[src/rtl/ntc_pkg.sv]
package ntc_pkg;
  // Strobes from the control to the datapath, all valid for one clock.
  typedef struct packed {
    logic byteTake;  // a byte cycle is accepted this clock
    logic wordEnd;   // the accepted byte closes the current word
    logic fifoPush;  // write one word into the FIFO
    logic fifoPop;   // drop the oldest FIFO word
    logic clrIdx;    // restart byte lane at zero
  } ntcStrobe_t;
endpackage

[src/rtl/ntc_ctrl.sv]
module ntc_ctrl
  import ntc_pkg::*;
#(
  parameter int CNT_W = 16,
  parameter int DEPTH = 8,
  parameter int BURST = 4,
  parameter int BPW   = 4,
  parameter int OCC_W = $clog2(DEPTH + 1),
  parameter int IDX_W = $clog2(BPW)
) (
  input  logic             clk,
  input  logic             rstN,
  input  logic             startEn,
  input  logic             dirRead,
  input  logic             burstEn,
  input  logic             countLoad,
  input  logic [CNT_W-1:0] countValue,
  input  logic             irqClear,
  input  logic             byteStrobe,
  input  logic             dmaWrValid,
  input  logic             dmaRdPop,
  input  logic [OCC_W-1:0] occ,
  input  logic [IDX_W-1:0] byteIdx,
  output ntcStrobe_t       stb,
  output logic             byteReq,
  output logic             dmaBurstReq,
  output logic             dmaSingleReq,
  output logic             doneIrq,
  output logic             countZero
);
  localparam logic [OCC_W-1:0] FULL_OCC  = OCC_W'(DEPTH);
  localparam logic [OCC_W-1:0] BURST_OCC = OCC_W'(BURST);
  localparam logic [CNT_W-1:0] BURST_WDS = CNT_W'(BURST);
  localparam logic [IDX_W-1:0] LAST_IDX  = IDX_W'(BPW - 1);

  logic [CNT_W-1:0] count;
  logic [CNT_W-1:0] wordsLeft;
  logic [CNT_W-1:0] wordsFromBytes;
  logic [OCC_W-1:0] freeSlots;
  logic             fifoFull, fifoEmpty, lastByte, dmaMove;

  assign fifoFull  = (occ == FULL_OCC);
  assign fifoEmpty = (occ == '0);
  assign freeSlots = FULL_OCC - occ;
  assign countZero = (count == '0);
  assign lastByte  = (count == CNT_W'(1));

  // Words the DMA side owes for a byte count: round up to whole words.
  assign wordsFromBytes = (countValue >> IDX_W) + CNT_W'(|countValue[IDX_W-1:0]);

  assign byteReq = startEn && !countZero && (dirRead ? !fifoFull : !fifoEmpty);

  always_comb begin
    stb          = '0;
    stb.byteTake = byteStrobe && byteReq;
    stb.wordEnd  = (byteIdx == LAST_IDX) || lastByte;
    stb.clrIdx   = countLoad;
    if (dirRead) begin
      stb.fifoPush = stb.byteTake && stb.wordEnd;
      stb.fifoPop  = dmaRdPop && !fifoEmpty;
    end else begin
      stb.fifoPush = dmaWrValid && startEn && !fifoFull;
      stb.fifoPop  = stb.byteTake && stb.wordEnd;
    end
  end

  assign dmaMove = dirRead ? stb.fifoPop : stb.fifoPush;

  always_comb begin
    dmaBurstReq  = 1'b0;
    dmaSingleReq = 1'b0;
    if (startEn) begin
      if (dirRead) begin
        dmaBurstReq  = burstEn && (occ >= BURST_OCC);
        dmaSingleReq = !fifoEmpty && (!burstEn || (wordsLeft < BURST_WDS)) && !dmaBurstReq;
      end else begin
        dmaBurstReq  = burstEn && (freeSlots >= BURST_OCC) && (wordsLeft >= BURST_WDS);
        dmaSingleReq = (wordsLeft != '0) && !fifoFull &&
                       (!burstEn || (wordsLeft < BURST_WDS)) && !dmaBurstReq;
      end
    end
  end

  always_ff @(posedge clk) begin
    if (!rstN) begin
      count     <= '0;
      wordsLeft <= '0;
    end else if (countLoad) begin
      count     <= countValue;
      wordsLeft <= wordsFromBytes;
    end else begin
      if (stb.byteTake) count <= count - CNT_W'(1);
      if (dmaMove && (wordsLeft != '0)) wordsLeft <= wordsLeft - CNT_W'(1);
    end
  end

  always_ff @(posedge clk) begin
    if (!rstN)                       doneIrq <= 1'b0;
    else if (stb.byteTake && lastByte) doneIrq <= 1'b1;
    else if (irqClear)               doneIrq <= 1'b0;
  end

  // every accepted byte lowers the count by exactly one
  p_count_step_r2: assert property (@(posedge clk) disable iff (!rstN)
    (stb.byteTake && !countLoad) |=> (count == $past(count) - CNT_W'(1)));

  // the two DMA request kinds exclude each other
  p_req_excl_r6: assert property (@(posedge clk) disable iff (!rstN)
    !(dmaBurstReq && dmaSingleReq));

  // the interrupt holds until cleared
  p_irq_hold_r8: assert property (@(posedge clk) disable iff (!rstN)
    (doneIrq && !irqClear) |=> doneIrq);

  // a stopped transfer keeps its count
  p_stop_hold_r9: assert property (@(posedge clk) disable iff (!rstN)
    (!startEn && !countLoad) |=> (count == $past(count)));
endmodule

[src/rtl/ntc_datapath.sv]
module ntc_datapath
  import ntc_pkg::*;
#(
  parameter int DEPTH  = 8,
  parameter int DATA_W = 32,
  parameter int BYTE_W = 8,
  parameter int BPW    = DATA_W / BYTE_W,
  parameter int OCC_W  = $clog2(DEPTH + 1),
  parameter int IDX_W  = $clog2(BPW)
) (
  input  logic              clk,
  input  logic              rstN,
  input  ntcStrobe_t        stb,
  input  logic              dirRead,
  input  logic [BYTE_W-1:0] flashRdData,
  input  logic [DATA_W-1:0] dmaWrData,
  output logic [OCC_W-1:0]  occ,
  output logic [IDX_W-1:0]  byteIdx,
  output logic [DATA_W-1:0] headWord,
  output logic [BYTE_W-1:0] flashWrData
);
  localparam int PTR_W = (DEPTH > 1) ? $clog2(DEPTH) : 1;
  localparam logic [PTR_W-1:0] LAST_PTR = PTR_W'(DEPTH - 1);
  localparam logic [OCC_W-1:0] FULL_OCC = OCC_W'(DEPTH);

  logic [DATA_W-1:0] mem [DEPTH];
  logic [PTR_W-1:0]  wrPtr, rdPtr;
  logic [BYTE_W-1:0] packReg [BPW];
  logic [DATA_W-1:0] packWord, pushData;

  // Build the outgoing read word: earlier lanes from the packer,
  // the current lane from the flash bus, later lanes zero.
  for (genvar k = 0; k < BPW; k++) begin : g_lane
    assign packWord[k*BYTE_W +: BYTE_W] =
      (IDX_W'(k) <  byteIdx) ? packReg[k] :
      (IDX_W'(k) == byteIdx) ? flashRdData : '0;

    always_ff @(posedge clk) begin
      if (!rstN) packReg[k] <= '0;
      else if (stb.byteTake && dirRead && (byteIdx == IDX_W'(k))) packReg[k] <= flashRdData;
    end
  end

  assign pushData    = dirRead ? packWord : dmaWrData;
  assign headWord    = mem[rdPtr];
  assign flashWrData = headWord[byteIdx*BYTE_W +: BYTE_W];

  always_ff @(posedge clk) begin
    if (stb.fifoPush) mem[wrPtr] <= pushData;
  end

  always_ff @(posedge clk) begin
    if (!rstN) begin
      wrPtr <= '0;
      rdPtr <= '0;
      occ   <= '0;
    end else begin
      if (stb.fifoPush) wrPtr <= (wrPtr == LAST_PTR) ? '0 : wrPtr + PTR_W'(1);
      if (stb.fifoPop)  rdPtr <= (rdPtr == LAST_PTR) ? '0 : rdPtr + PTR_W'(1);
      case ({stb.fifoPush, stb.fifoPop})
        2'b10:   occ <= occ + OCC_W'(1);
        2'b01:   occ <= occ - OCC_W'(1);
        default: occ <= occ;
      endcase
    end
  end

  always_ff @(posedge clk) begin
    if (!rstN)             byteIdx <= '0;
    else if (stb.clrIdx)   byteIdx <= '0;
    else if (stb.byteTake) byteIdx <= stb.wordEnd ? '0 : byteIdx + IDX_W'(1);
  end

  // the control never pushes into a full FIFO
  p_no_overflow_r12: assert property (@(posedge clk) disable iff (!rstN)
    stb.fifoPush |-> ((occ != FULL_OCC) || stb.fifoPop));

  // the control never pops an empty FIFO
  p_no_underflow_r4: assert property (@(posedge clk) disable iff (!rstN)
    stb.fifoPop |-> (occ != '0));

  // a closed word restarts the byte lane
  p_lane_wrap_r3: assert property (@(posedge clk) disable iff (!rstN)
    (stb.byteTake && stb.wordEnd) |=> (byteIdx == '0));
endmodule

[src/rtl/nand_xfer_fifo.sv]
module nand_xfer_fifo
  import ntc_pkg::*;
#(
  parameter int CNT_W  = 16,
  parameter int DEPTH  = 8,
  parameter int BURST  = 4,
  parameter int DATA_W = 32,
  parameter int BYTE_W = 8
) (
  input  logic              clk,
  input  logic              rstN,
  input  logic              startEn,
  input  logic              dirRead,
  input  logic              burstEn,
  input  logic              countLoad,
  input  logic [CNT_W-1:0]  countValue,
  input  logic              irqClear,
  input  logic              byteStrobe,
  output logic              byteReq,
  input  logic [BYTE_W-1:0] flashRdData,
  output logic [BYTE_W-1:0] flashWrData,
  output logic              dmaBurstReq,
  output logic              dmaSingleReq,
  input  logic              dmaWrValid,
  input  logic [DATA_W-1:0] dmaWrData,
  input  logic              dmaRdPop,
  output logic [DATA_W-1:0] dmaRdData,
  output logic              fifoNotEmpty,
  output logic              bytesPending,
  output logic              doneIrq,
  output logic              xferClean
);
  localparam int BPW   = DATA_W / BYTE_W;
  localparam int OCC_W = $clog2(DEPTH + 1);
  localparam int IDX_W = $clog2(BPW);

  ntcStrobe_t       stb;
  logic [OCC_W-1:0] occ;
  logic [IDX_W-1:0] byteIdx;
  logic             countZero;

  ntc_ctrl #(
    .CNT_W(CNT_W), .DEPTH(DEPTH), .BURST(BURST), .BPW(BPW),
    .OCC_W(OCC_W), .IDX_W(IDX_W)
  ) u_ctrl (
    .clk(clk), .rstN(rstN), .startEn(startEn), .dirRead(dirRead),
    .burstEn(burstEn), .countLoad(countLoad), .countValue(countValue),
    .irqClear(irqClear), .byteStrobe(byteStrobe), .dmaWrValid(dmaWrValid),
    .dmaRdPop(dmaRdPop), .occ(occ), .byteIdx(byteIdx), .stb(stb),
    .byteReq(byteReq), .dmaBurstReq(dmaBurstReq), .dmaSingleReq(dmaSingleReq),
    .doneIrq(doneIrq), .countZero(countZero)
  );

  ntc_datapath #(
    .DEPTH(DEPTH), .DATA_W(DATA_W), .BYTE_W(BYTE_W), .BPW(BPW),
    .OCC_W(OCC_W), .IDX_W(IDX_W)
  ) u_data (
    .clk(clk), .rstN(rstN), .stb(stb), .dirRead(dirRead),
    .flashRdData(flashRdData), .dmaWrData(dmaWrData), .occ(occ),
    .byteIdx(byteIdx), .headWord(dmaRdData), .flashWrData(flashWrData)
  );

  assign fifoNotEmpty = (occ != '0);
  assign bytesPending = (byteIdx != '0);
  assign xferClean    = countZero && !fifoNotEmpty && !bytesPending;

  // a clean transfer leaves no queued word behind
  p_clean_empty_r11: assert property (@(posedge clk) disable iff (!rstN)
    xferClean |-> (occ == '0));
endmodule

[config.mk]
export PLATFORM = sky130hd
export DESIGN_NAME = nand_xfer_fifo
export DESIGN_NICKNAME = d
export VERILOG_FILES = /design/src/rtl/ntc_pkg.sv /design/src/rtl/ntc_ctrl.sv /design/src/rtl/ntc_datapath.sv /design/src/rtl/nand_xfer_fifo.sv
export SDC_FILE = /design/constraint.sdc
export NUM_CORES = 1
export LEC_CHECK = 0
export ABC_AREA = 1
export CORE_ASPECT_RATIO = 1.75
export CORE_MARGIN = 2
export CORE_UTILIZATION = 39
export CTS_BUF_LIST = sky130_fd_sc_hd__clkbuf_4
export CTS_CLUSTER_SIZE = 14
export DETAILED_ROUTE_END_ITERATION = 6
export PLACE_DENSITY = 0.69
export SLEW_MARGIN = 20
export SYNTH_ARGS = -nofsm -noshare
export SYNTH_HDL_FRONTEND = slang
export SYNTH_SLANG_ARGS = --single-unit
[constraint.sdc]
create_clock -name clk -period 4.3 [get_ports clk]
set_input_delay 0.645 -clock clk [delete_from_list [all_inputs] [get_ports clk]]
set_output_delay 0.645 -clock clk [all_outputs]
set_load 0.005 [all_outputs]
# Word-level counts from Yosys, hierarchy flattened
# Memory sizes are Yosys's and may differ from the RTL's. A register that Yosys moved wholly into a read port is not among the register bits.
# Index checks and enable logic that the tools add are counted.
[totals] ff_bits=45 latchBits=0 mem_bits_rw=288 romBits=0 input_bits=66 out_inout_bits=47 mem_count=2
[op_classes] add_sub_neg=9 n_mul=0 n_div=0 magnitude_cmp=8 eq_ne=12 shift=1 mux=47 n_bitwise=5 n_reduce_logical=46
[memory_table] name="u_data.mem" depth=8 width=32 read_ports=1 rd_clocked_by_memory_dff=1 wr=1 line_no="ntc_datapath.sv:26" rtl="logic [DATA_W-1:0] mem [DEPTH];"
[memory_table] name="u_data.packReg" depth=4 width=8 read_ports=4 rd_clocked_by_memory_dff=0 wr=4 line_no="ntc_datapath.sv:28" rtl="logic [BYTE_W-1:0] packReg [BPW];"
[ops] cell="$mux 8" count=12
[ops] cell="$mux 16" count=4
[ops] cell="$mux 32" count=1
[ops] cell="$shiftx 32x6->8" count=1
[ops] cell="$sub 16x1->16 const B" count=2
[ops] cell="$logic_and 1x1->1" count=24
[ops] cell="$mux 1" count=23
[ops] cell="$eq 16x1->1 const B" count=1
[ops] cell="$ge 16x3->1 const B" count=1
[ops] cell="$logic_not 16->1" count=1
[ops] cell="$lt 16x3->1 const B" count=1
[ops] cell="$reduce_bool 16->1" count=1
[ops] cell="$add 14x1->15" count=1
[ops] cell="$mux 3" count=4
[ops] cell="$reduce_bool 2->1" count=5
[ops] cell="$ge 4x3->1 const B" count=2
[ops] cell="$logic_not 1->1" count=8
[ops] cell="$pmux 4 s2" count=1
[ops] cell="$add 3x1->3 const B" count=2
[ops] cell="$eq 2x2->1 const B" count=3
[ops] cell="$eq 3x3->1 const B" count=2
[ops] cell="$add 4x1->4 const B" count=1
[ops] cell="$eq 2x1->1 const B" count=2
[ops] cell="$eq 2x2->1 const A" count=2
[ops] cell="15 further kinds" count=23

# Depth between registers and ports, before layout
# Gate-level depths: netlist (run 1).
[depth] word_depth=11 ltp_mapped=19

# Cells and area by module
# A second synthesis (run 1) with hierarchy kept.
[unflattened] hier_cells=1883 hier_area_um2=16373.2
[modules_own_cells] module="ntc_datapath" n_inst=1 cells_per_inst=1380 area_each_um2=13533.0 seq_area_each_um2=8708.4
[modules_own_cells] module="ntc_ctrl" n_inst=1 cells_per_inst=496 area_each_um2=2808.9 seq_area_each_um2=660.6
[modules_own_cells] module="nand_xfer_fifo" n_inst=1 cells_per_inst=7 area_each_um2=31.3 seq_area_each_um2=0.0

# Worst setup path after synthesis (run 1)
# No wires, ideal clock.
[synth_path] path_kind="input to register" from="in startEn" to="mem u_data.mem[6][0], enable pin" arrival_ns=3.654 required_time_ns=3.839 path_slack_ns=0.185 stages=10 path_buffers=0 path_cell_list="inv_1 > nor2_1 > nand2_1 > nand2_1 > nand2_4 > nor2_4 > nand3_2 > nand2_2 > inv_2 > nor3_1"
[synth_between] elab_chain_len=7 word_cells_on_any_way=9 cone_classes="mux (3); reduce/logical (6)"
[synth_lines] item="from (decl)" line_no="nand_xfer_fifo.sv:12" rtl="input logic startEn,"
[synth_lines] item="$logic_and 1x1->1 (2 in series)" line_no="ntc_ctrl.sv:51" rtl="assign byteReq = startEn && !countZero && (dirRead ? !fifoFull : !fifoEmpty);"
[synth_lines] item="$logic_and 1x1->1" line_no="ntc_ctrl.sv:55" rtl="stb.byteTake = byteStrobe && byteReq;"
[synth_lines] item="$logic_and 1x1->1" line_no="ntc_ctrl.sv:59" rtl="stb.fifoPush = stb.byteTake && stb.wordEnd;"
[synth_lines] item="$mux 2 (*)" line_no="ntc_ctrl.sv:58" rtl="if (dirRead) begin"
[synth_lines] item="$mux 1 (*)" line_no="ntc_datapath.sv:49" rtl="if (stb.fifoPush) mem[wrPtr] <= pushData;"
[synth_lines] item="$mux 1 (implied by the code) (*)" line_no="ntc_datapath.sv:49"
[synth_lines] item="to (decl)" line_no="ntc_datapath.sv:26"
# Every way passes the cells marked *; elsewhere a longest branch is shown, timed or not.

==> results by group, run 1 <==
Clock network
  • Worst-Skew Late Latency: between 0.7 and 0.8 ns
  • TritonCTS clock tree: yes
  • Clock buffer depth: 3
  • Sink Count: 328
  • H-tree depth reported by CTS: 3
  • CTS Buf Count: 77
  • CTS clk-pin slew, worst paths: approximately 0.08 ns
  • Root cell of the clock tree: clkbuf_4
  • CTS Hold Bufs: 0

Synth
  • Synth Flop Type: edfxtp_1
  • Synth Area in Adders: 1.49%
  • Sequential-to-total area share from yosys stat: just over 60%
  • Post-synthesis mux area share: 0%
  • Netlist cell types: 39
  • Warnings, synthesis: 0
  • Compound-Gate Fraction of Synth Area: ~12%
  • Flops & latches, synth: between 300 and 400
  • Mapped Cells: about 1600
  • Synth Area in XOR/XNOR: 1.33%
  • Mean Syn Cell Area: ~9.6 sq um
  • Largest family of logic cells by synthesized area: simple AND/OR/NAND/NOR gates
  • Post-Synth Simple-Gate Area: between 10% and 20%
  • Post-synth EDFFs: 280
  • Ys async rst share: 0%
  • Cell area after synthesis: ~15000 sq um
  • Syn nets: ~1700

Timing
  • Slew Limit Fails: 0
  • Highest clock rate: about 260 MHz
  • Final Hold Vio Count: 0
  • Final period util: 90.6%
  • Clock skew: between 0.05 and 0.06 ns
  • Unrepaired setup endpoints after global routing: false
  • Slew @ Worst Pin: approximately 1.2 ns
  • Worst Setup Slack, final: 0.403 ns
  • Min Clock Period, post-route: approximately 3.9 ns
  • # setup viols final: 0
  • Setup_tns: 0 ns
  • Slew margin rel.: between 20% and 30%

Final layout
  • Most frequent cells in the layout: nor2_1, nand2_1, edfxtp_1
  • Fraction of layout cells with a size suffix above 1: 10.3%
  • Design area: about 18000 sq um
  • Fin nets: about 1800
  • Area grow syn2layout: 17.9%
  • Most common cell after layout, fill and taps aside: nor2_1

Worst hold path
  • Critical hold path startpoint: u_ctrl.count[1]$_SDFFE_PN0P_
  • Hold Crit Class: reg -> reg
  • Hold Path Depth: 2
  • Worst Hold End: u_ctrl.count[1]$_SDFFE_PN0P_

Job
  • Max_cap viols: 0

Drt
  • Drt via density: approximately 5.4
  • Final WL: between 40 and 50 mm
  • Initial DRC Count: 890
  • DRC: 0
  • DR vias: between 10000 and 15000
  • Post-route ant nets: 0
  • DR pass1 iterations: 5
  • Routed WL per cell: roughly 19 microns

GRT
  • Total GRT Usage: approximately a fifth
  • Vias in the first global route: about 12000
  • Overflow after GRT: 0
  • Initial antenna violation count: 4
  • First-pass GRT wire length: roughly 66 mm
  • Largest net degree at the start of global routing: 90

Worst setup path
  • Worst-case reg-to-reg path depth: 19
  • Most used cell, CP: nand2_1
  • Critical Path End Type: primary output
  • Worst EP required: 3.65 ns
  • Worst R2R End: u_data.occ[2]$_SDFFE_PN0P_
  • Reg2reg start: u_ctrl.count[0]$_SDFFE_PN0P_
  • CP arrival: between 3 and 4 ns
  • Startpoint Class: flip-flop
  • Maximum net fanout on the critical path: 45
  • R2R setup slack: between 1 and 1.5 ns
  • Crit path cell chain: buf_4 -> nor2_1 -> nor2_1 -> o21ai_0 -> o21ai_0 -> nand2_1 -> nand2_1 -> o211ai_1 -> nand2_1 -> clkdlybuf4s50_1
  • Crit-path slowest cell: dfxtp_4
  • Critical path class: reg -> out
  • CP max stage delay: roughly 0.57 ns

Power
  • Leak pwr: around 0.0067 uW
  • Power density cells: about 400 nW/um^2
  • Worst vdd ir: about 0.00018 V

Floorplan
  • Site row count: 95
  • Starting Density: between 30% and 40%
  • Top Ports: about 110
  • Die height: around 260 microns
  • Chip width: around 150 microns
  • Core Region: 38400 sq um
  • Full die area: between 40000 and 50000 sq um

Status
  • Run status: complete, no violations

Placed design
  • Port bufs: around 110
  • RePlAce Congestion: 0.875
  • DP HPWL: ~28 mm
  • DP Area: 16800 sq um
  • Placement Setup Slack: 0.755 ns
[state kept, by name, summed over array words and instances (netlist names), named ones only]
register and flops:
u_data.mem 256, u_data.packReg 24, u_ctrl.count 16, u_ctrl.wordsLeft 16, u_data.occ 4, u_data.rdPtr 3
u_data.wrPtr 3, u_data.byteIdx 2, u_ctrl.doneIrq 1
[kinds of logic (layout without fill, tap and decap cells)]
family / after synthesis / after routing
AO/OA/AOI/OAI: 345 / 345
XOR/XNOR: 23 / 23
adder cells (fa/ha/maj): 18 / 18
buffers and inverters: 164 / 356
flip-flops: 328 / 328
other: 0 / 2
AND/OR/NAND/NOR: 701 / 701
[final cells by class]
type,count,area [sq um]
fillers,3585,20500
flip-flops and latches,328,9380
multi-input cells,1087,5170
repair buffers,138,1350
inverters,83,318
well taps,485,607
diodes,2,5.00
clock buffers,107,803
clock inverters,28,221
[cell usage after synthesis (all sizes together) (3+ instances only)]
| cell | count | area (sq um) |
|---|---|---|
| a21oi | 54 | 270 |
| a22oi | 7 | 52.6 |
| buf | 28 | 141 |
| clkbuf | 53 | 199 |
| dfxtp | 48 | 961 |
| edfxtp | 280 | 8410 |
| ha | 18 | 225 |
| inv | 81 | 304 |
| nand2 | 292 | 1140 |
| nand3 | 72 | 385 |
| nand4 | 5 | 31.3 |
| nor2 | 314 | 1210 |
| nor3 | 13 | 65.1 |
| o211ai | 20 | 150 |
| o21ai | 249 | 1250 |
| o22ai | 3 | 18.8 |
| o31ai | 7 | 52.6 |
| xnor2 | 6 | 52.6 |
| xor2 | 17 | 149 |
[layer usage]
layer	GRT usage (%)	up-vias	share of wire, %
li1	-	5737	-
met1	22.8	5820	37
met2	38.4	507	52
met3	5.18	98	7.8
met4	10.0	4	3.7
met5	0	-	0.060
[power by group]
group / internal [uW] / switching [uW]
sequential: 3530 / 60.6
clock: 1400 / 1250
combinational: 370 / 610
total: 5290 / 1920
[worst max-delay path, delay by kind of cell (launching register included)]
family          cells  cell delay [ns]
compound gates      3             0.29
buf+inv             2             1.02
flops               1             0.57
simple gates        5             0.61
[per-stage QoR]
stage          total power [uW]  hold WS (ns)  cells  util, %
2_1_floorplan              4220         0.451   1579        -
5_1_grt                    7550         0.513   2257     46.5
3_5_place_dp               4640         0.476   2121     43.8
6_report                   7220         0.490   2258     46.5
4_1_cts                    7280         0.434   2256     46.5
3_3_place_gp               4610         0.475   2121     43.8
[how the worst max path moves through the flow]
| stage | start | to | slack [ns] | cells after the start |
|---|---|---|---|---|
| CTS | flip-flop | flashWrData[5] | 0.29 | 9 |
| detailed placement | flip-flop | flashWrData[5] | 0.75 | 9 |
| floorplan | startEn | u_data.mem[6][0]$_DFFE_PP_ | 0.19 | 10 |
| global placement | flip-flop | flashWrData[5] | 0.83 | 9 |
| finish | flip-flop | flashWrData[7] | 0.40 | 10 |
| global route | flip-flop | flashWrData[3] | 0.13 | 10 |
[timing repair]
| item | CTS | global route |
|---|---|---|
| setup endpoints to repair | 5 | 0 |
| setup buffers | 0 | 0 |
| resized for setup | 1 | 0 |
(Power assumes the default switching activity.)
==> run 2, diff against run 1 <==
--- a/config.mk
+++ b/config.mk
@@ -8,11 +8,11 @@
 export ABC_AREA = 1
 export CORE_ASPECT_RATIO = 1.75
 export CORE_MARGIN = 2
-export CORE_UTILIZATION = 39
+export CORE_UTILIZATION = 55
 export CTS_BUF_LIST = sky130_fd_sc_hd__clkbuf_4
 export CTS_CLUSTER_SIZE = 14
 export DETAILED_ROUTE_END_ITERATION = 6
-export PLACE_DENSITY = 0.69
+export PLACE_DENSITY = 0.89
 export SLEW_MARGIN = 20
 export SYNTH_ARGS = -nofsm -noshare
 export SYNTH_HDL_FRONTEND = slang
==> run 2 against run 1 <==
Effect of this change: the run now ends with DRC left; worst hold slack got worse by 0.0090 ns; design area is 1.5% lower; utilization grew 18 points; via count rose by 1.4%; critical path depth fell by 2; wire length decreased by 7.0%; register-to-register slack got worse by 0.09 ns; fmax is 2.8% higher; clock skew fell by 0.012 ns; clock power fell by 10%; clock-buffer cell count decreased by 10; setup slack better by 0.11 ns; largest power group unchanged.
==> results by group, run 2 (synthesized netlist as in run 1, its figures left out) <==
Worst setup path
  • Crit path cell chain: buf_4 -> o21ai_0 -> o21ai_1 -> nand2_1 -> nand2_1 -> o211ai_1 -> nand2_1 -> clkdlybuf4s50_1
  • Crit-path leading delay family: buffers and inverters
  • Reg2reg start: u_data.byteIdx[1]$_SDFFE_PP0P_
  • Worst R2R End: u_data.occ[2]$_SDFFE_PN0P_
  • Startpoint Class: flip-flop
  • Critical Path End Type: primary output
  • CP max stage delay: 0.77 ns (+0.20 ns)
  • CP arrival: 3.14 ns (-0.11 ns)
  • Maximum net fanout on the critical path: 68 (+51%)
  • Critical path class: reg -> out
  • R2R setup slack: 1.15 ns (-0.09 ns)
  • Buf/Inv on CP: 2 (unchanged)
  • Worst-case reg-to-reg path depth: 15 (-4)
  • Crit-path slowest cell: dfxtp_4
  • Worst EP required: 3.65 ns (about the same)
  • Most used cell, CP: nand2_1

Floorplan
  • Core Region: 27200 sq um (-29%)
  • Die height: 224 microns (-16%)
  • Site row count: 80 (-16%)
  • Chip width: 129 microns (-15%)
  • Top Ports: 113 (unchanged)
  • Full die area: 28900 sq um (-29%)
  • Starting Density: 55.6% (+16 points)

Timing
  • Hold_ws: 0.481 ns (-0.00898 ns)
  • Final period util: 88.1% (-2.5 points)
  • Setup_tns: 0 ns (unchanged)
  • Slew margin rel.: 28.5% (+6.4 points)
  • Clock skew: 0.0413 ns (-0.0125 ns)
  • Unrepaired setup endpoints after global routing: false
  • Min Clock Period, post-route: 3.79 ns (-0.108 ns)
  • # setup viols final: 0 (unchanged)
  • Slew Limit Fails: 0 (unchanged)
  • Highest clock rate: 264 MHz (+2.8%)
  • Slew @ Worst Pin: 1.06 ns (-0.0944 ns)
  • Final Hold Vio Count: 0 (unchanged)

Drt
  • Final WL: 40.0 mm (-7.0%)
  • Post-route ant nets: 0 (unchanged)
  • Initial DRC Count: 1245 (+40%)
  • Drt via density: 5.77 (+7.1%)
  • DRC: 1 (+1)
  • DR vias: 12300 (+1.4%)
  • Routed WL per cell: 18.7 microns (-1.8%)
  • DR pass1 iterations: 7 (+2)

GRT
  • Total GRT Usage: 27.8% (+6.7 points)
  • Initial antenna violation count: 1 (-3)
  • Vias in the first global route: 12100 (-0.95%)
  • Met1 Use GR: 30.4% (+7.5 points)
  • Grt met2 use: 49.1% (+11 points)
  • Most used routing layer: met2
  • Grt met3 use: 5.95% (+0.76 points)
  • First-pass GRT wire length: 61.4 mm (-7.3%)
  • Largest net degree at the start of global routing: 129 (+43%)
  • Overflow after GRT: 0 (unchanged)

Power
  • Power density cells: 395 nW/um^2 (-2.3%)
  • Clock power frac: 34.3% (-2.4 points)
  • Comb power frac: 14.2% (+0.6 points)
  • Worst vdd ir: 0.000196 V (+10%)
  • Net Sw Frac: 26.8% (+0.18 points)
  • Net switching power: 1860 uW (-3.1%)
  • P_int: 5080 uW (-4.0%)
  • Seq pwr share: 51.5% (+1.8 points)
  • Leak pwr: 0.00667 uW (-0.80%)

Clock network
  • Clock buffer depth: 3 (unchanged)
  • Worst-Skew Late Latency: 0.71 ns (-0.06 ns)
  • CTS Buf Count: 73 (-5.2%)
  • H-tree depth reported by CTS: 3 (unchanged)
  • CTS Hold Bufs: 0 (unchanged)
  • Postcts setup bufs: 0 (unchanged)
  • CTS clk-pin slew, worst paths: 0.06 ns (-0.02 ns)
  • Sink Count: 328 (unchanged)
  • TritonCTS clock tree: yes
  • # resized after CTS: 0 (-1)
  • Root cell of the clock tree: clkbuf_4

Final layout
  • Fin nets: 1793 (-0.33%)
  • Most common cell after layout, fill and taps aside: nor2_1
  • Largest registers: u_data.mem: 256 flops, u_data.packReg: 24 flops
  • Largest register FFs: 256 (unchanged)
  • Area grow syn2layout: 16.2%
  • Reg with most FFs: u_data.mem
  • Area of the multi-input gates: 5170 sq um (unchanged)
  • Most frequent cells in the layout: nor2_1, nand2_1, edfxtp_1
  • FF+latch area: 9380 sq um (unchanged)
  • Fraction of layout cells with a size suffix above 1: 9.79% (-0.54 points)
  • FILL cells: 2089 (-42%)

Worst hold path
  • Critical hold path startpoint: u_ctrl.count[1]$_SDFFE_PN0P_
  • Hold Crit Class: reg -> reg
  • Worst Hold End: u_ctrl.count[1]$_SDFFE_PN0P_
  • Hold Path Depth: 2 (unchanged)

Job
  • Max_cap viols: 0 (unchanged)

Placed design
  • Port bufs: 112 (unchanged)
  • DP HPWL: 26.4 mm (-5.5%)
  • RePlAce Congestion: 0.968 (+11%)

Status
  • Failing checks: DRC
  • Run status: complete, but fails checks
[run 2: changes by cell type in the layout (fill, tap and decap cells not counted), sizes merged]
| cell | change |
|---|---|
| inv | +4 |
| bufinv | -2 |
| clkinv | +6 |
| clkbuf | -10 |
| buf | -2 |
| diode | -1 |
[run 2: area by class of cell]
cell class                 instances  share of cell area, %
antenna                            1                 0.0142
clock buffer                      97                   4.14
clock inverter                    36                   1.12
inverter                          83                   1.78
multi-input combinational       1087                   29.4
sequential                       328                   53.3
tap                              369                   2.62
timing repair buffer             136                   7.61
[run 2: worst max path at each step]
stage	cells after the start	slack, ns	startpoint	end
after floorplan	10	0.19	startEn	u_data.mem[6][0]$_DFFE_PP_
after detailed placement	18	0.81	startEn	u_data.occ[2]$_SDFFE_PN0P_
after global placement	19	0.96	startEn	u_data.occ[2]$_SDFFE_PN0P_
after global routing	8	0.23	flip-flop	flashWrData[1]
after CTS	8	0.45	flip-flop	flashWrData[1]
final	8	0.51	flip-flop	flashWrData[1]
[run 2: power by group through the flow]
stage          combinational, uW  clock [uW]  sequential [uW]
5_1_grt                     1090        2550             3590
4_1_cts                      975        2410             3580
3_3_place_gp                 944           0             3650
6_report                     986        2380             3580
3_5_place_dp                 968           0             3650
2_1_floorplan                586           0             3630
[run 2: per-stage QoR]
step,total power (uW),worst slack (ns),area (sq um),std cells,util (%)
after floorplan,4220,0.185,15100,1579,-
after global placement,4590,0.955,16700,2003,61.2
after detailed placement,4620,0.810,16700,2003,61.2
after CTS,6960,0.452,17600,2136,64.6
after global routing,7220,0.234,17600,2137,64.6
final,6940,0.511,17600,2137,64.6
[run 2: tightest hold or removal path, stage by stage (launching register included)]
cell     delay [ns]
dfxtp_1        0.32
nand2_1        0.06
a21oi_1        0.05
[run 2: per-layer routing]
metal  wire length, microns  part of all wire [%]
met1                  13100                    33
met2                  21000                    53
met3                   3980                    10
met4                   1910                   4.8
met5                      0                     0
==> run 3, diff against run 2 <==
--- a/config.mk
+++ b/config.mk
@@ -13,6 +13,7 @@
 export CTS_CLUSTER_SIZE = 14
 export DETAILED_ROUTE_END_ITERATION = 6
 export PLACE_DENSITY = 0.89
+export SETUP_SLACK_MARGIN = 0.3
 export SLEW_MARGIN = 20
 export SYNTH_ARGS = -nofsm -noshare
 export SYNTH_HDL_FRONTEND = slang
==> run 3 against run 2 <==
Effect of this change: the run now ends clean; setup slack improved by 0.092 ns; critical path type unchanged; total power about the same; worst hold slack worse by 0.0021 ns; highest routed layer unchanged; cell count about the same.
==> results by group, run 3 (synthesized netlist as in run 1, its figures left out) <==
Status
  • Run status: complete, no violations

Power
  • Clock power frac: 34.2% (about the same)
  • Comb power frac: 14.3% (about the same)
  • Worst vdd ir: 0.000196 V (about the same)
  • Net Sw Frac: 26.8% (about the same)
  • Net switching power: 1860 uW (+0.15%)
  • Seq pwr share: 51.5% (about the same)
  • Pwr Total: 6950 uW (about the same)
  • Leak pwr: 0.00668 uW (+0.12%)
  • Power density cells: 394 nW/um^2 (about the same)
  • P_int: 5080 uW (about the same)

Worst setup path
  • Crit-path slowest cell: clkdlybuf4s50_1
  • Worst-case reg-to-reg path depth: 15 (unchanged)
  • Worst R2R End: u_data.occ[2]$_SDFFE_PN0P_
  • CP endpoint: flashWrData[6]
  • Reg2reg start: u_data.byteIdx[1]$_SDFFE_PP0P_
  • CP max stage delay: 0.49 ns (-0.28 ns)
  • Startpoint Class: flip-flop
  • CP arrival: 3.05 ns (-0.09 ns)
  • Crit path cell chain: inv_2 -> buf_12 -> nor2_1 -> o21ai_0 -> nand2_1 -> nand3_1 -> o211ai_1 -> nand2_1 -> clkdlybuf4s50_1
  • Critical Path End Type: primary output
  • R2R setup slack: 1.14 ns (about the same)
  • Most used cell, CP: nand2_1
  • Maximum net fanout on the critical path: 48 (-29%)
  • Critical path class: reg -> out
  • Worst EP required: 3.65 ns (about the same)

GRT
  • Largest net degree at the start of global routing: 129 (unchanged)
  • First-pass GRT wire length: 61.4 mm (unchanged)
  • Total GRT Usage: 27.8% (unchanged)
  • Overflow after GRT: 0 (unchanged)
  • Initial antenna violation count: 1 (unchanged)
  • Vias in the first global route: 12100 (unchanged)

Drt
  • Final WL: 40.5 mm (+1.3%)
  • DR vias: 12400 (+0.48%)
  • DRC: 0 (-1)
  • Initial DRC Count: 1335 (+7.2%)
  • Routed WL per cell: 19.0 microns (+1.3%)
  • DR pass1 iterations: 6 (-1)
  • Drt via density: 5.80 (+0.43%)
  • Post-route ant nets: 0 (unchanged)

Clock network
  • Sink Count: 328 (unchanged)
  • Clock buffer depth: 3 (unchanged)
  • # resized after CTS: 0 (unchanged)
  • CTS Hold Bufs: 0 (unchanged)
  • H-tree depth reported by CTS: 3 (unchanged)
  • Worst-Skew Late Latency: 0.72 ns (about the same)
  • CTS Buf Count: 73 (unchanged)
  • Root cell of the clock tree: clkbuf_4
  • TritonCTS clock tree: yes
  • CTS clk-pin slew, worst paths: 0.06 ns (about the same)
  • Postcts setup bufs: 0 (unchanged)

Timing
  • Slew Limit Fails: 0 (unchanged)
  • Unrepaired setup endpoints after global routing: false
  • Slew margin rel.: 26.7% (-1.8 points)
  • Final Hold Vio Count: 0 (unchanged)
  • Final period util: 86.0% (-2.1 points)
  • Setup_tns: 0 ns (unchanged)
  • Highest clock rate: 270 MHz (+2.5%)
  • Slew @ Worst Pin: 1.09 ns (+0.0261 ns)
  • Min Clock Period, post-route: 3.70 ns (-0.0924 ns)
  • Clock skew: 0.0443 ns (+0.00297 ns)
  • # setup viols final: 0 (unchanged)

Final layout
  • Design area: 17600 sq um (+0.11%)
  • Largest register FFs: 256 (unchanged)
  • Largest registers: u_data.mem: 256 flops, u_data.packReg: 24 flops
  • Area grow syn2layout: 16.3%
  • Fraction of layout cells with a size suffix above 1: 9.84% (+0.051 points)
  • Post-layout util: 64.7% (+0.073 points)
  • Most common cell after layout, fill and taps aside: nor2_1
  • Non-Filler Instances: 2138 (+0.047%)
  • Most frequent cells in the layout: nor2_1, nand2_1, edfxtp_1
  • Fin nets: 1794 (+0.056%)
  • Reg with most FFs: u_data.mem

Floorplan
  • Die height: 224 microns (unchanged)
  • Top Ports: 113 (unchanged)
  • Full die area: 28900 sq um (unchanged)
  • Core Region: 27200 sq um (unchanged)
  • Chip width: 129 microns (unchanged)
  • Site row count: 80 (unchanged)
  • Starting Density: 55.6% (unchanged)

Job
  • Max_cap viols: 0 (unchanged)

Placed design
  • RePlAce Congestion: 0.968 (unchanged)
  • Total placed cells including tap cells: 2003 (unchanged)
  • DP HPWL: 26.4 mm (unchanged)
  • Port bufs: 112 (unchanged)
  • DP Area: 16700 sq um (unchanged)

Worst hold path
  • Hold Crit Class: reg -> reg
## run 3: cell types whose count changed in the layout (fill, tap and decap cells not counted)
cell	change
buf_12	+1
## run 3: power groups by stage
stage | Combinational (uW) | Clock (uW) | Sequential (uW)
6_report | 991 | 2380 | 3580
3_5_place_dp | 968 | 0 | 3650
2_1_floorplan | 586 | 0 | 3630
5_1_grt | 1090 | 2550 | 3580
3_3_place_gp | 944 | 0 | 3650
4_1_cts | 975 | 2410 | 3580
## run 3: stage by stage
step                      hold WS, ns  worst slack, ns
after floorplan                 0.451            0.185
after global placement          0.468            0.955
after detailed placement        0.472            0.810
after CTS                       0.482            0.452
after global routing            0.521            0.418
final                           0.479            0.603
## run 3: worst min-delay path by stage
stage                            startpoint                            to  slack [ns]  cells after the start
5_1_grt        u_ctrl.count[1]$_SDFFE_PN0P_  u_ctrl.count[1]$_SDFFE_PN0P_        0.52                      2
6_report       u_ctrl.count[1]$_SDFFE_PN0P_  u_ctrl.count[1]$_SDFFE_PN0P_        0.48                      2
2_1_floorplan  u_ctrl.count[7]$_SDFFE_PN0P_  u_ctrl.count[7]$_SDFFE_PN0P_        0.45                      2
3_3_place_gp   u_ctrl.count[1]$_SDFFE_PN0P_  u_ctrl.count[1]$_SDFFE_PN0P_        0.47                      2
3_5_place_dp   u_ctrl.count[1]$_SDFFE_PN0P_  u_ctrl.count[1]$_SDFFE_PN0P_        0.47                      2
4_1_cts        u_ctrl.count[1]$_SDFFE_PN0P_  u_ctrl.count[1]$_SDFFE_PN0P_        0.48                      2
## run 3: cell type report
class	count	area, sq um
diodes	1	2.50
clock buffers	97	728
clock inverters	36	198
fillers	2087	9610
inverters	83	313
multi-input cells	1087	5170
flip-flops and latches	328	9380
well taps	369	462
repair buffers	137	1360
## run 3: worst max-delay path: cells and delay by family (launching register included)
family	cells	cell delay [ns]
buf+inv	3	1.14
simple gates	4	0.47
compound gates	2	0.38
flops	1	0.36
## run 3: routing by layer
layer / global-route usage [%] / up-vias / share of wire, %
li1: - / 5703 / -
met1: 30.4 / 5758 / 33
met2: 49.1 / 769 / 52
met3: 5.95 / 160 / 9.6
met4: 16.1 / 0 / 5.3
met5: 0 / - / 0
